$ cat src/rtl/tod_pkg.sv
package tod_pkg;
    typedef enum logic [1:0] {
        ST_IDLE,
        ST_INIT,
        ST_ADDEND,
        ST_ADJUST
    } cmd_state_t;

    localparam logic [2:0] A_CTRL    = 3'd0;
    localparam logic [2:0] A_INCR    = 3'd1;
    localparam logic [2:0] A_ADDEND  = 3'd2;
    localparam logic [2:0] A_UPD_SEC = 3'd3;
    localparam logic [2:0] A_UPD_SUB = 3'd4;
    localparam logic [2:0] A_NOW_SUB = 3'd5;
    localparam logic [2:0] A_NOW_SEC = 3'd6;

    localparam int C_FINE   = 0;
    localparam int C_DEC    = 1;
    localparam int C_INIT   = 2;
    localparam int C_ADDEND = 3;
    localparam int C_ADJUST = 4;
endpackage

$ cat src/rtl/tod_tick_gen.sv
module tod_tick_gen #(
    parameter int ACC_W = 32
) (
    input  logic             clk,
    input  logic             rst_n,
    input  logic             fine,
    input  logic             load,
    input  logic [ACC_W-1:0] addend_in,
    output logic             tick
);
    logic [ACC_W-1:0] acc;
    logic [ACC_W-1:0] addend_act;
    logic [ACC_W:0]   sum;

    assign sum  = {1'b0, acc} + {1'b0, addend_act};
    assign tick = fine ? sum[ACC_W] : 1'b1;

    always_ff @(posedge clk or negedge rst_n) begin
        if (!rst_n) begin
            acc        <= '0;
            addend_act <= '0;
        end else begin
            if (load) addend_act <= addend_in;
            if (fine) acc <= sum[ACC_W-1:0];
        end
    end
endmodule

$ cat src/rtl/tod_cmd_fsm.sv
module tod_cmd_fsm
    import tod_pkg::*;
(
    input  logic clk,
    input  logic rst_n,
    input  logic pend_init,
    input  logic pend_addend,
    input  logic pend_adjust,
    output logic do_init,
    output logic do_addend,
    output logic do_adjust
);
    cmd_state_t state, state_nx;

    always_ff @(posedge clk or negedge rst_n) begin
        if (!rst_n) state <= ST_IDLE;
        else        state <= state_nx;
    end

    always_comb begin
        state_nx = ST_IDLE;
        if (state == ST_IDLE) begin
            if (pend_init)        state_nx = ST_INIT;
            else if (pend_adjust) state_nx = ST_ADJUST;
            else if (pend_addend) state_nx = ST_ADDEND;
        end
    end

    always_comb begin
        do_init   = 1'b0;
        do_addend = 1'b0;
        do_adjust = 1'b0;
        unique case (state)
            ST_IDLE:   ;
            ST_INIT:   do_init   = 1'b1;
            ST_ADDEND: do_addend = 1'b1;
            ST_ADJUST: do_adjust = 1'b1;
            default:   ;
        endcase
    end
endmodule

$ cat src/rtl/tod_time_core.sv
module tod_time_core #(
    parameter int          SEC_W   = 32,
    parameter int          SUB_W   = 31,
    parameter int          INC_W   = 8,
    parameter int unsigned DEC_MOD = 1000000000
) (
    input  logic             clk,
    input  logic             rst_n,
    input  logic             dec,
    input  logic             tick,
    input  logic [INC_W-1:0] incr,
    input  logic             do_init,
    input  logic             do_adjust,
    input  logic [SEC_W-1:0] upd_sec,
    input  logic [SUB_W-1:0] upd_sub,
    input  logic             sub_neg,
    output logic [SEC_W-1:0] now_sec,
    output logic [SUB_W-1:0] now_sub
);
    localparam logic [SUB_W:0] BIN_M = {1'b1, {SUB_W{1'b0}}};
    localparam logic [SUB_W:0] DEC_M = (SUB_W+1)'(DEC_MOD);

    logic [SUB_W:0]   modulus;
    logic [SUB_W:0]   step_sum, adj_sum;
    logic             step_wrap, adj_carry;
    logic [SEC_W-1:0] sec_sum, adj_sec;

    assign modulus   = dec ? DEC_M : BIN_M;
    assign step_sum  = {1'b0, now_sub} + (SUB_W+1)'(incr);
    assign step_wrap = step_sum >= modulus;
    assign adj_sum   = {1'b0, now_sub} + {1'b0, upd_sub};
    assign adj_carry = adj_sum >= modulus;
    assign sec_sum   = now_sec + upd_sec;
    assign adj_sec   = sub_neg ? sec_sum - SEC_W'(!adj_carry)
                               : sec_sum + SEC_W'(adj_carry);

    always_ff @(posedge clk or negedge rst_n) begin
        if (!rst_n) begin
            now_sec <= '0;
            now_sub <= '0;
        end else if (do_init) begin
            now_sec <= upd_sec;
            now_sub <= upd_sub;
        end else if (do_adjust) begin
            now_sec <= adj_sec;
            now_sub <= adj_carry ? SUB_W'(adj_sum - modulus) : adj_sum[SUB_W-1:0];
        end else if (tick) begin
            if (step_wrap) begin
                now_sec <= now_sec + 1'b1;
                now_sub <= SUB_W'(step_sum - modulus);
            end else begin
                now_sub <= step_sum[SUB_W-1:0];
            end
        end
    end
endmodule

$ cat src/rtl/tod_counter.sv
module tod_counter
    import tod_pkg::*;
#(
    parameter int          BUS_W   = 32,
    parameter int          ADDR_W  = 3,
    parameter int          SUB_W   = 31,
    parameter int          INC_W   = 8,
    parameter int          ACC_W   = 32,
    parameter int unsigned DEC_MOD = 1000000000
) (
    input  logic              clk,
    input  logic              rst_n,
    input  logic              wr_en,
    input  logic [ADDR_W-1:0] wr_addr,
    input  logic [BUS_W-1:0]  wr_data,
    input  logic              rd_en,
    input  logic [ADDR_W-1:0] rd_addr,
    output logic [BUS_W-1:0]  rd_data
);
    localparam int SEC_W = BUS_W;

    logic             fine_q, dec_q;
    logic             pend_init, pend_addend, pend_adjust;
    logic             do_init, do_addend, do_adjust;
    logic [INC_W-1:0] incr_q;
    logic [ACC_W-1:0] addend_q;
    logic [SEC_W-1:0] upd_sec_q, sec_snap;
    logic [BUS_W-1:0] upd_sub_q;
    logic [SEC_W-1:0] now_sec;
    logic [SUB_W-1:0] now_sub;
    logic             tick;
    logic             wr_ctrl;
    logic [BUS_W-1:0] rd_mux;

    assign wr_ctrl = wr_en && (wr_addr == ADDR_W'(A_CTRL));

    always_ff @(posedge clk or negedge rst_n) begin
        if (!rst_n) begin
            fine_q      <= 1'b0;
            dec_q       <= 1'b0;
            pend_init   <= 1'b0;
            pend_addend <= 1'b0;
            pend_adjust <= 1'b0;
            incr_q      <= '0;
            addend_q    <= '0;
            upd_sec_q   <= '0;
            upd_sub_q   <= '0;
        end else begin
            pend_init   <= (pend_init   & ~do_init)   | (wr_ctrl & wr_data[C_INIT]);
            pend_addend <= (pend_addend & ~do_addend) | (wr_ctrl & wr_data[C_ADDEND]);
            pend_adjust <= (pend_adjust & ~do_adjust) | (wr_ctrl & wr_data[C_ADJUST]);
            if (wr_ctrl) begin
                fine_q <= wr_data[C_FINE];
                dec_q  <= wr_data[C_DEC];
            end
            if (wr_en) begin
                unique case (wr_addr)
                    ADDR_W'(A_INCR):    incr_q    <= wr_data[INC_W-1:0];
                    ADDR_W'(A_ADDEND):  addend_q  <= wr_data[ACC_W-1:0];
                    ADDR_W'(A_UPD_SEC): upd_sec_q <= wr_data;
                    ADDR_W'(A_UPD_SUB): upd_sub_q <= wr_data;
                    default: ;
                endcase
            end
        end
    end

    always_comb begin
        rd_mux = '0;
        unique case (rd_addr)
            ADDR_W'(A_CTRL): begin
                rd_mux[C_FINE]   = fine_q;
                rd_mux[C_DEC]    = dec_q;
                rd_mux[C_INIT]   = pend_init;
                rd_mux[C_ADDEND] = pend_addend;
                rd_mux[C_ADJUST] = pend_adjust;
            end
            ADDR_W'(A_INCR):    rd_mux = BUS_W'(incr_q);
            ADDR_W'(A_ADDEND):  rd_mux = BUS_W'(addend_q);
            ADDR_W'(A_UPD_SEC): rd_mux = upd_sec_q;
            ADDR_W'(A_UPD_SUB): rd_mux = upd_sub_q;
            ADDR_W'(A_NOW_SUB): rd_mux = BUS_W'(now_sub);
            ADDR_W'(A_NOW_SEC): rd_mux = sec_snap;
            default: ;
        endcase
    end

    always_ff @(posedge clk or negedge rst_n) begin
        if (!rst_n) begin
            rd_data  <= '0;
            sec_snap <= '0;
        end else if (rd_en) begin
            rd_data <= rd_mux;
            if (rd_addr == ADDR_W'(A_NOW_SUB)) sec_snap <= now_sec;
        end
    end

    tod_cmd_fsm u_fsm (
        .clk         (clk),
        .rst_n       (rst_n),
        .pend_init   (pend_init),
        .pend_addend (pend_addend),
        .pend_adjust (pend_adjust),
        .do_init     (do_init),
        .do_addend   (do_addend),
        .do_adjust   (do_adjust)
    );

    tod_tick_gen #(.ACC_W(ACC_W)) u_tick (
        .clk       (clk),
        .rst_n     (rst_n),
        .fine      (fine_q),
        .load      (do_addend),
        .addend_in (addend_q),
        .tick      (tick)
    );

    tod_time_core #(
        .SEC_W(SEC_W), .SUB_W(SUB_W), .INC_W(INC_W), .DEC_MOD(DEC_MOD)
    ) u_core (
        .clk       (clk),
        .rst_n     (rst_n),
        .dec       (dec_q),
        .tick      (tick),
        .incr      (incr_q),
        .do_init   (do_init),
        .do_adjust (do_adjust),
        .upd_sec   (upd_sec_q),
        .upd_sub   (upd_sub_q[SUB_W-1:0]),
        .sub_neg   (upd_sub_q[BUS_W-1]),
        .now_sec   (now_sec),
        .now_sub   (now_sub)
    );
endmodule

$ cat config.mk
export PLATFORM = sky130hd
export DESIGN_NAME = tod_counter
export DESIGN_NICKNAME = d
export VERILOG_FILES = /design/src/rtl/tod_pkg.sv /design/src/rtl/tod_tick_gen.sv /design/src/rtl/tod_cmd_fsm.sv /design/src/rtl/tod_time_core.sv /design/src/rtl/tod_counter.sv
export SDC_FILE = /design/constraint.sdc
export NUM_CORES = 1
export LEC_CHECK = 0
export CAP_MARGIN = 20
export CORE_UTILIZATION = 55
export DETAILED_ROUTE_END_ITERATION = 7
export PLACE_DENSITY = 0.75
export SLEW_MARGIN = 10
export SYNTH_ARGS = -nofsm -noshare
export SYNTH_HDL_FRONTEND = slang
export SYNTH_SLANG_ARGS = --single-unit
$ cat constraint.sdc
create_clock -name clk -period 9 [get_ports clk]
set_input_delay 1.8 -clock clk [delete_from_list [all_inputs] [get_ports clk]]
set_output_delay 1.8 -clock clk [all_outputs]
set_load 0.01 [all_outputs]
==> results.json <==
{
  "status": "finished, final reports clean",
  "portBuffers": 73,
  "setup_viol": 0,
  "die_width_um": 209.7,
  "max_cap_violations": 0,
  "io_pins": 74,
  "drt_iter0_markers": 2936,
  "grt_pass1_vias": 20780,
  "synthFlopType": "dfrtp_1",
  "ys_seq_area_share_pct": 31.86,
  "regArea_um2": 7560,
  "clk_pin_slew_worst_paths_ns": 0.06,
  "hold_viol": 0,
  "netlist_instances": 2597,
  "topRoutingLayerUsed": "met5",
  "antenna_found_initial": 2,
  "clockRootBuffer": "clkbuf_16",
  "finalCriticalPeriod_ns": 8.580,
  "gp_congestion": 0.9733,
  "wl_met2_um": 34190,
  "met3_length_um": 6531,
  "critPathCaptureType": "flop",
  "wirelength_met1_um": 32090,
  "crit_path_frequent_cell": "buf_4",
  "r2r_cells": 38,
  "via_per_inst": 6.750,
  "clock-sinks": 302,
  "multi_input_area_um2": 15460,
  "drive_gt1_share_pct": 14.96,
  "cp_slowest_stage_delay_ns": 0.46,
  "grt_usage_pct": 34.61,
  "cts-buffers-inserted": 36,
  "die_height_um": 209.7,
  "crit_required_ns": 9.39,
  "start_kind": "flop",
  "ant_nets": 0,
  "std_cell_rows": 75,
  "slew_headroom_pct": 34.36,
  "avgSynthCellArea_um2": 9.132,
  "hp-class": "flop to flop",
  "cts_tree": "yes",
  "area_delta_synth_final_pct": 10.94,
  "ys_types": 92,
  "fillers": 3574,
  "wl_um": 76130,
  "synthTopCellsByArea": "dfrtp_1 (32%), mux2_2 (11%), ha_1 (8.2%)",
  "crit_type": "flop to flop",
  "grt_pass1_wl_um": 119000,
  "yosys_register_bits": 302,
  "hold_buffers": 0,
  "async_flop_share_pct": 100.0,
  "synth-warning-count": 0,
  "syn_nets": 2799,
  "cp_max_fo": 7,
  "cp_slowest_cell": "o21ai_0",
  "crit_arrival_ns": 8.97,
  "dp_hpwl_um": 56110,
  "fin_skew_ns": 0.01891,
  "num_antenna_cells": 0,
  "wl_per_cell_um": 23.85,
  "start_util_pct": 56.16,
  "tightest_slew_ns": 0.9597,
  "hold_path_depth": 2,
  "clk_latency_ns": 0.53,
  "final-max-slew-violation-count": 0,
  "synth-edff-count": 0,
  "synth_area_um2": 23720,
  "h-tree-depth": 2,
  "die_area_um2": 43960,
  "yosysTopAreaCell": "dfrtp_1",
  "max_freq_mhz": 116.6,
  "core_area_um2": 42230,
  "route.detailed.drc": 0,
  "final_util_pct": 62.31,
  "grt-ovfl-total": 0,
  "drt_first_pass_iters": 6,
  "post-route-period-util_pct": 95.33,
  "grt_max_degree": 164,
  "via_count": 21550,
  "yosysTopAreaCellShare_pct": 31.86,
  "clk_path_buf_depth": 3,
  "final_nets": 2834
}
cells by family after synthesis:
family / synth area share (%)
compound gates: 22.88
simple gates: 14.52
flops: 31.86
fa+ha+maj: 8.599
xor+xnor: 6.099
buf+inv: 3.646
mux: 12.40
Yosys cell counts (7+ instances only):
cell and instances:
a211o_1 14, a211oi_1 23, a21o_1 65, a21oi_1 179
a221oi_1 9, a222oi_1 26, a22o_1 32, a22oi_1 19
a311oi_1 8, a31oi_1 32, and2_1 22, and3_1 37
buf_1 13, buf_2 8, clkbuf_1 107, dfrtp_1 302
ha_1 155, inv_1 89, mux2_2 228, mux2i_1 35
nand2_1 156, nand2b_1 20, nand3_1 72, nand4_1 20
nor2_1 172, nor2b_1 29, nor3_1 67, nor3b_1 8
nor4_1 18, nor4b_1 7, o2111ai_1 7, o211ai_1 24
o21a_1 35, o21ai_0 139, o21bai_1 13, o221ai_1 9
o22a_1 11, o22ai_1 40, o31a_1 11, o31ai_1 25
or2_2 10, or3_1 19, xnor2_1 113, xor2_1 47
cells in the final DEF, fill, tap and decap left out, drive strengths merged, types with 24 or more instances in the layout:
master and count:
a31oi 32, nor3 67, inv 90, xor2 47, xnor2 113, o21ai 141, a21o 65, nor2 173
ha 155, mux2i 35, nand3 72, a21oi 179, and3 37, a22o 32, mux2 228, a222oi 26
clkbuf 47, o211ai 24, dfrtp 302, buf 57, o22ai 40, o31ai 25, a211oi 25, nor2b 29
o21a 35, nand2 156, clkdlybuf4s50 70
flip-flops by register name (all words and copies together) (netlist names):
register and cells:
addend_q 32, rd_data 32, sec_snap 32, u_core.now_sec 32
u_tick.acc 32, u_tick.addend_act 32, upd_sec_q 32, upd_sub_q 32
u_core.now_sub 31, incr_q 8, u_fsm.state 2, dec_q 1
fine_q 1, pend_addend 1, pend_adjust 1, pend_init 1
worst max-delay path, delay by kind of cell, from the launching register on:
family / cells / cell delay (ns)
AOI/OAI and AO/OA: 16 / 3.33
and+or+nand+nor: 11 / 2.33
adders and majority gates: 4 / 1.35
buffers and inverters: 6 / 0.91
DFF: 1 / 0.41
xor gates and xnor gates: 1 / 0.11
what timing repair did:
| action | CTS | global route |
|---|---|---|
| endpoints found under the hold margin | 0 | 0 |
| setup endpoints to repair | 0 | 17 |
| resized for setup | 0 | 29 |
| buffers inserted | 0 | 6 |
metal layers:
metal	vias up	GRT usage, %
li1	9843	-
met1	10520	47.85
met2	988	54.52
met3	196	4.938
met4	4	14.22
met5	-	0
stage by stage:
stage / setup WS (ns) / std cells / hold slack, ns / area (um2) / TNS, ns
detailed placement: 0.1005 / 3126 / 0.4784 / 25020 / 0
floorplan: 0.5237 / 2597 / 0.4502 / 23720 / 0
global placement: 0.4013 / 3126 / 0.4694 / 25020 / 0
global route: -0.02528 / 3192 / 0.5214 / 26310 / -0.03338
CTS: 0.01346 / 3185 / 0.4918 / 26130 / 0
finish: 0.4202 / 3192 / 0.4938 / 26310 / 0
path summary, 6_finish.rpt:
path | start | to | slack, ns
hold reg to reg | sec_snap[30] | sec_snap[30] | 0.49
setup / recovery | u_core.now_sub[2] | u_core.now_sec[30] | 0.42
hold / removal | sec_snap[30] | sec_snap[30] | 0.49
min in group asynchronous | rst_n | u_core.now_sec[2] | 1.25
max in group asynchronous | rst_n | u_tick.acc[21] | 6.41
setup reg to reg | u_core.now_sub[2] | u_core.now_sec[30] | 0.42
final cells by class:
class	count	share of cell area (%)
repair buffers	127	4.351
inverters	93	1.351
clock inverters	12	0.3757
well taps	539	2.563
clock buffers	47	3.852
multi-input cells	2072	58.78
flip-flops and latches	302	28.73
Power is not shown: default switching activity piles up to over one toggle a cycle in this logic, so the estimate is an artifact.
